[src/rtl/fu_opstage_pkg.sv]
package fu_opstage_pkg;

  typedef enum logic [1:0] {
    MODE_NORMAL = 2'b00,
    MODE_STICKY = 2'b01,
    MODE_BYPASS = 2'b10,
    MODE_CLEAR  = 2'b11
  } opmode_e;

endpackage

[src/rtl/fu_opstage_slot.sv]
module fu_opstage_slot
  import fu_opstage_pkg::*;
#(
  parameter int DW = 32
) (
  input  logic          clk,
  input  logic          rst_ni,
  input  logic          wr_i,
  input  opmode_e       mode_i,
  input  logic [DW-1:0] wdata_i,
  input  logic          drop_byp_i,
  input  logic          fire_i,
  input  logic          chain_valid_i,
  input  logic [DW-1:0] chain_data_i,
  output logic          valid_o,
  output logic [DW-1:0] data_o,
  output logic          sticky_o,
  output logic          byp_o,
  output logic          free_o
);

  logic          valid_q, valid_n;
  logic          sticky_q, sticky_n;
  logic          byp_q, byp_n;
  logic [DW-1:0] data_q, data_n;
  logic          data_en;

  // slot can take the neighbour's value this cycle
  assign free_o = byp_q && (!valid_q || fire_i) && !wr_i;

  always_comb begin
    valid_n  = valid_q;
    sticky_n = sticky_q;
    byp_n    = byp_q;
    data_n   = data_q;
    data_en  = 1'b0;
    if (wr_i) begin
      unique case (mode_i)
        MODE_NORMAL: begin
          valid_n = 1'b1; sticky_n = 1'b0; byp_n = 1'b0;
          data_n  = wdata_i; data_en = 1'b1;
        end
        MODE_STICKY: begin
          valid_n = 1'b1; sticky_n = 1'b1; byp_n = 1'b0;
          data_n  = wdata_i; data_en = 1'b1;
        end
        MODE_BYPASS: begin
          valid_n = 1'b0; sticky_n = 1'b0; byp_n = 1'b1;
        end
        default: begin
          valid_n = 1'b0; sticky_n = 1'b0; byp_n = 1'b0;
        end
      endcase
    end else begin
      if (drop_byp_i) byp_n = 1'b0;
      if (fire_i && !sticky_q) valid_n = 1'b0;
      if (free_o && chain_valid_i) begin
        valid_n = 1'b1;
        data_n  = chain_data_i;
        data_en = 1'b1;
      end
    end
  end

  always_ff @(posedge clk or negedge rst_ni) begin
    if (!rst_ni) begin
      valid_q  <= 1'b0;
      sticky_q <= 1'b0;
      byp_q    <= 1'b0;
    end else begin
      valid_q  <= valid_n;
      sticky_q <= sticky_n;
      byp_q    <= byp_n;
    end
  end

  always_ff @(posedge clk or negedge rst_ni) begin
    if (!rst_ni) begin
      data_q <= '0;
    end else if (data_en) begin
      data_q <= data_n;
    end
  end

  assign valid_o  = valid_q;
  assign data_o   = data_q;
  assign sticky_o = sticky_q;
  assign byp_o    = byp_q;

  // a sticky operand survives a firing unchanged
  a_r6_sticky_holds: assert property (@(posedge clk) disable iff (!rst_ni)
    (fire_i && sticky_q && !wr_i) |=> (valid_q && $stable(data_q)));

  // explicit clear drops value and settings
  a_r9_clear_all: assert property (@(posedge clk) disable iff (!rst_ni)
    (wr_i && mode_i == MODE_CLEAR) |=> (!valid_q && !sticky_q && !byp_q));

  // an accepted neighbour value lands in the slot
  a_r7_chain_capture: assert property (@(posedge clk) disable iff (!rst_ni)
    (free_o && chain_valid_i) |=> (valid_q && data_q == $past(chain_data_i)));

  // a normal operand is consumed by a firing
  a_r5_consumed: assert property (@(posedge clk) disable iff (!rst_ni)
    (fire_i && !sticky_q && !wr_i && !(free_o && chain_valid_i)) |=> !valid_q);

endmodule

[src/rtl/fu_opstage_fire.sv]
module fu_opstage_fire #(
  parameter int DW   = 32,
  parameter int NOPS = 2
) (
  input  logic               clk,
  input  logic               rst_ni,
  input  logic [NOPS-1:0]    valid_i,
  input  logic [NOPS*DW-1:0] data_i,
  input  logic               obuf_full_i,
  output logic               fire_o,
  output logic               res_valid_o,
  output logic [DW-1:0]      res_data_o
);

  logic [DW-1:0] sum;
  logic          res_valid_q;
  logic [DW-1:0] res_data_q;

  assign fire_o = (&valid_i) && !obuf_full_i;

  always_comb begin
    sum = '0;
    for (int i = 0; i < NOPS; i++) begin
      sum = sum + data_i[i*DW +: DW];
    end
  end

  always_ff @(posedge clk or negedge rst_ni) begin
    if (!rst_ni) begin
      res_valid_q <= 1'b0;
    end else begin
      res_valid_q <= fire_o;
    end
  end

  always_ff @(posedge clk or negedge rst_ni) begin
    if (!rst_ni) begin
      res_data_q <= '0;
    end else if (fire_o) begin
      res_data_q <= sum;
    end
  end

  assign res_valid_o = res_valid_q;
  assign res_data_o  = res_data_q;

endmodule

[src/rtl/fu_operand_stage.sv]
module fu_operand_stage
  import fu_opstage_pkg::*;
#(
  parameter int DW   = 32,
  parameter int NOPS = 2,
  localparam int SW  = (NOPS > 1) ? $clog2(NOPS) : 1
) (
  input  logic          clk,
  input  logic          rst_n,
  input  logic          xfer_valid,
  input  logic [SW-1:0] xfer_slot,
  input  logic [1:0]    xfer_mode,
  input  logic [DW-1:0] xfer_data,
  input  logic          chain_valid,
  input  logic [DW-1:0] chain_data,
  output logic          chain_ready,
  input  logic          obuf_full,
  output logic          res_valid,
  output logic [DW-1:0] res_data
);

  logic [1:0]         rst_sync_q;
  logic               rst_int_n;
  logic [NOPS-1:0]    wr_vec, drop_vec, valid_vec, sticky_vec, byp_vec, free_vec;
  logic [NOPS*DW-1:0] data_flat;
  logic               fire;
  opmode_e            mode;

  // asynchronous assertion, synchronous release
  always_ff @(posedge clk or negedge rst_n) begin
    if (!rst_n) rst_sync_q <= 2'b00;
    else        rst_sync_q <= {rst_sync_q[0], 1'b1};
  end
  assign rst_int_n = rst_sync_q[1];

  assign mode = opmode_e'(xfer_mode);

  generate
    for (genvar g = 0; g < NOPS; g++) begin : g_slot
      assign wr_vec[g]   = xfer_valid && (xfer_slot == SW'(g));
      assign drop_vec[g] = xfer_valid && (mode == MODE_BYPASS) && !wr_vec[g];

      fu_opstage_slot #(.DW(DW)) u_slot (
        .clk           (clk),
        .rst_ni        (rst_int_n),
        .wr_i          (wr_vec[g]),
        .mode_i        (mode),
        .wdata_i       (xfer_data),
        .drop_byp_i    (drop_vec[g]),
        .fire_i        (fire),
        .chain_valid_i (chain_valid),
        .chain_data_i  (chain_data),
        .valid_o       (valid_vec[g]),
        .data_o        (data_flat[g*DW +: DW]),
        .sticky_o      (sticky_vec[g]),
        .byp_o         (byp_vec[g]),
        .free_o        (free_vec[g])
      );
    end
  endgenerate

  assign chain_ready = |free_vec;

  fu_opstage_fire #(.DW(DW), .NOPS(NOPS)) u_fire (
    .clk         (clk),
    .rst_ni      (rst_int_n),
    .valid_i     (valid_vec),
    .data_i      (data_flat),
    .obuf_full_i (obuf_full),
    .fire_o      (fire),
    .res_valid_o (res_valid),
    .res_data_o  (res_data)
  );

  // the chain link has a single destination
  a_r8_single_dest: assert property (@(posedge clk) disable iff (!rst_int_n)
    $onehot0(byp_vec));

  // a result needs every operand in the previous cycle
  a_r2_all_present: assert property (@(posedge clk) disable iff (!rst_int_n)
    res_valid |-> $past(&valid_vec));

  // a full output buffer blocks the next result
  a_r4_full_blocks: assert property (@(posedge clk) disable iff (!rst_int_n)
    obuf_full |=> !res_valid);

  // sticky and bypass settings are exclusive on one slot
  a_r6_sticky_not_byp: assert property (@(posedge clk) disable iff (!rst_int_n)
    (sticky_vec & byp_vec) == '0);

endmodule

[config.mk]
export PLATFORM = sky130hd
export DESIGN_NAME = fu_operand_stage
export DESIGN_NICKNAME = d
export VERILOG_FILES = /design/src/rtl/fu_opstage_pkg.sv /design/src/rtl/fu_opstage_slot.sv /design/src/rtl/fu_opstage_fire.sv /design/src/rtl/fu_operand_stage.sv
export SDC_FILE = /design/constraint.sdc
export NUM_CORES = 1
export LEC_CHECK = 0
export BUFFER_PORTS_ARGS = -buffer_cell sky130_fd_sc_hd__clkbuf_2
export CAP_MARGIN = 20
export CORE_MARGIN = 2
export CORE_UTILIZATION = 62
export DETAILED_ROUTE_END_ITERATION = 10
export PLACE_DENSITY = 0.9
export REMOVE_ABC_BUFFERS = 1
export SETUP_SLACK_MARGIN = 0.4
export SYNTH_ARGS = -nofsm -noshare
export SYNTH_HDL_FRONTEND = slang
export SYNTH_SLANG_ARGS = --single-unit
[constraint.sdc]
create_clock -name clk -period 6.5 [get_ports clk]
set_clock_uncertainty 0.2 [all_clocks]
set_input_delay 0.325 -clock clk [delete_from_list [all_inputs] [get_ports clk]]
set_output_delay 0.325 -clock clk [all_outputs]
set_load 0.02 [all_outputs]
==> results by group <==
Drt
  • Post-DRT Antenna Nets: 0
  • Met2 WL: 8736 um
  • WL met3: 1253 um
  • 1st-iter DRT viols: 535
  • Vias per cell: a little over 6
  • Number of remaining DRC errors: 0
  • Routed wire per std cell: 17.41 um
  • Routed Wire Length: 18010 um
  • Met1 wire length: approximately 7400 um
  • Vias: 6424
  • First-pass DRT Iterations: 6
  • Top sig layer: met4

Floorplanning
  • Die extent in y: 105.4 um
  • Io pins: approximately 110
  • Die extent in x: 105.4 um
  • Die area: around 11000 um^2
  • Initial Utilization: a little over three fifths
  • Core area: 10140 um^2
  • Floorplan row count: 37

Placement
  • Placer Congestion: ~0.89
  • HPWL after DPL: 11740 um
  • Inst Count DP: 952
  • Port bufs: 105
  • Place WS: around 3.6 ns

Synthesis
  • Share of flip-flops with an asynchronous set or reset: 100.0%
  • FF+latch count, synth: 105
  • Primary FF master, synth: dfrtp_1
  • Dominant cell type by area after synthesis: dfrtp_1
  • Yosys warns: 0
  • Post-Synthesis Cells: 751
  • Sequential-to-total area share from yosys stat: 41.22%
  • EDFF count, synth: 0
  • Yosys cell types: between 50 and 60
  • Syn Area/Cell: 8.489 um^2
  • Yosys top cell area share: 41.22%
  • Mapped Area: 6375 um^2
  • Synth top area cells: dfrtp_1 41%, nand2_1 10%, ha_1 6.1%

Timing
  • Final setup fails: 0
  • RSZ-0062 raised after global routing: no
  • Final worst-path cycle share: 46.08%
  • Worst-Margin Slew: 0.7110 ns
  • Fin worst setup slack: between 3 and 4 ns
  • Fin crit period: 2.995 ns
  • F_max: 333.9 MHz
  • Post-route setup TNS: 0 ns
  • Slew HR: 52.60%
  • Count of pins over their slew limit: 0
  • Final Hold Viols: 0

Worst setup path
  • R2r startpoint: g_slot[0].u_slot.data_o[0]
  • Startpoint Class: flip-flop
  • Worst Setup End Kind: flip-flop
  • Worst Setup Path Type: reg2reg
  • Critical Path Fanout Max: 5
  • Data arrival, critical path: between 3 and 4 ns
  • Worst path max stage delay: 0.50 ns
  • Crit-path cells: ha_1, fa_1, a21o_1, a221oi_2, or3_4, a21oi_1, or4b_1, nand3_1
  • Sum of buffers and inverters on the critical path: 0
  • Delay-heaviest family, CP: simple AND/OR/NAND/NOR gates
  • Levels on crit path: 8
  • R2R cell count: 8
  • Reg-to-Reg End: u_fire.res_data_o[28]
  • Worst EP required: approximately 6.7 ns
  • CP max-delay cell: a221oi_2
  • R2R Setup Slk: 3.50 ns
  • Setup crit end: u_fire.res_data_o[28]
  • Setup crit start: g_slot[0].u_slot.data_o[0]

Pwr
  • Total power: 2.960 mW
  • Worst vdd ir: 0.0002453 V
  • Pleak: 3.741 nW
  • Pwr/cell area: 378.2 nW/um^2

Finish
  • Ant diodes: 0
  • Fin nets: approximately 1000
  • Post-Layout Cell Count: a little over 1000
  • Multi-input gate area: approximately 3600 um^2
  • P&R area growth vs syn: 22.77%
  • Register Area: 2631 um^2
  • Fin util: between 70% and 80%
  • Layout cell share with drive strength beyond 1: 15.92%
  • Fill count: 690

Global route
  • GRT Residual Overflow: 0
  • Initial antenna violation count: 0
  • Vias in the first global route: 6273
  • Gr usage total: 33.63%
  • First-pass GRT wire length: 29910 um
  • Largest net degree at the start of global routing: 74

Flow run
  • Max cap viols: 0

Clock network
  • CTS tree: built
  • Number of clock sinks: 105
  • Clock buffer depth: 2
  • Post-CTS Resized: 0
  • Clk slew on worst S/H paths: between 0.1 and 0.15 ns
  • H-tree depth: 3
  • Worst skew pair latency: 0.41 ns
  • Total CTS buffers: 9
  • Postcts setup bufs: 0
  • Root buffer cell: clkbuf_8
  • Hold_buf cts: 66

Worst hold path
  • Hold Crit Class: in2async

Status
  • Status: completed
[per-layer routing]
metal,vias up,GRT usage [%]
met5,-,0
met4,0,13.90
met3,68,5.318
met2,322,55.67
met1,3063,44.11
li1,2971,-
[area by class of cell]
| class | count | share of cell area, % |
|---|---|---|
| clock buffers | 9 | 1.583 |
| multi-input cells | 590 | 45.58 |
| inverters | 9 | 0.4317 |
| clock inverters | 7 | 0.7834 |
| flip-flops and latches | 105 | 33.62 |
| well taps | 136 | 2.174 |
| repair buffers | 178 | 15.83 |
[Yosys cell counts, types with 5 or more instances]
cell	number
o21ai_0	70
o21a_1	5
inv_1	8
o211ai_1	11
a211oi_1	6
nor3_1	10
nor2_1	53
nand3_1	16
nand4_1	7
a21o_1	12
xnor2_1	10
xor2_1	7
a21oi_1	36
nand2_1	170
dfrtp_1	105
and3_1	7
clkbuf_1	43
a31oi_1	38
ha_1	31
mux2i_1	35
[stage by stage]
stage | cell area, um^2 | hold WS (ns)
CTS | 7826 | 0.002640
global placement | 6980 | -0.08917
finish | 7826 | 0.01323
floorplan | 6195 | -0.1706
detailed placement | 6980 | -0.08629
global route | 7826 | 0.01810
[cell usage in the layout (no fill, tap or decap), types with 4 or more instances in the layout]
master,Yosys,layout
nand2_1,170,169
clkbuf_2,0,105
dfrtp_1,105,104
o21ai_0,70,70
dlygate4sd3_1,0,66
nor2_1,53,53
a31oi_1,38,37
a21oi_1,36,36
mux2i_1,35,35
ha_1,31,31
nand3_1,16,16
a21o_1,12,12
o211ai_1,11,11
nor3_1,10,10
xnor2_1,10,10
clkbuf_8,0,9
inv_1,8,8
and3_1,7,7
nand4_1,7,7
xor2_1,7,7
buf_4,0,7
a211oi_1,6,6
o21a_1,5,5
nand2b_1,4,4
or4_1,4,4
o31a_1,4,4
o21bai_1,4,4
[kinds of logic after synthesis]
logic type	share of synthesized area [%]
mux	5.496
buf+inv	3.356
flops	41.22
simple gates	19.76
xor+xnor	2.336
fa+ha+maj	6.398
other cells	0.05882
compound gates	21.37
[state kept, by name, indices dropped and copies added, names as in the netlist]
register / count
g_slot.u_slot.data_o: 64
u_fire.res_data_o: 32
g_slot.u_slot.byp_o: 2
g_slot.u_slot.sticky_o: 2
g_slot.u_slot.valid_o: 2
rst_sync_q: 2
u_fire.res_valid_o: 1
[worst min path at each step]
stage / from / endpoint / slack (ns) / depth (start not counted)
finish: rst_n / rst_sync_q[1] / 0.01 / 2
global route: rst_n / rst_sync_q[1] / 0.02 / 2
CTS: rst_n / rst_sync_q[1] / 0.003 / 2
detailed placement: rst_n / rst_sync_q[0] / -0.09 / 1
global placement: rst_n / rst_sync_q[0] / -0.09 / 1
floorplan: rst_n / rst_sync_q[0] / -0.17 / 0
[report_power, final]
part	internal [mW]	leakage [nW]	switching [mW]	total [mW]
Clock	0.147	0.0940	0.254	0.402
Sequential	0.852	1.26	0.143	0.995
Combinational	0.614	2.38	0.950	1.56
Note: power is estimated with default switching activity, not from simulation.
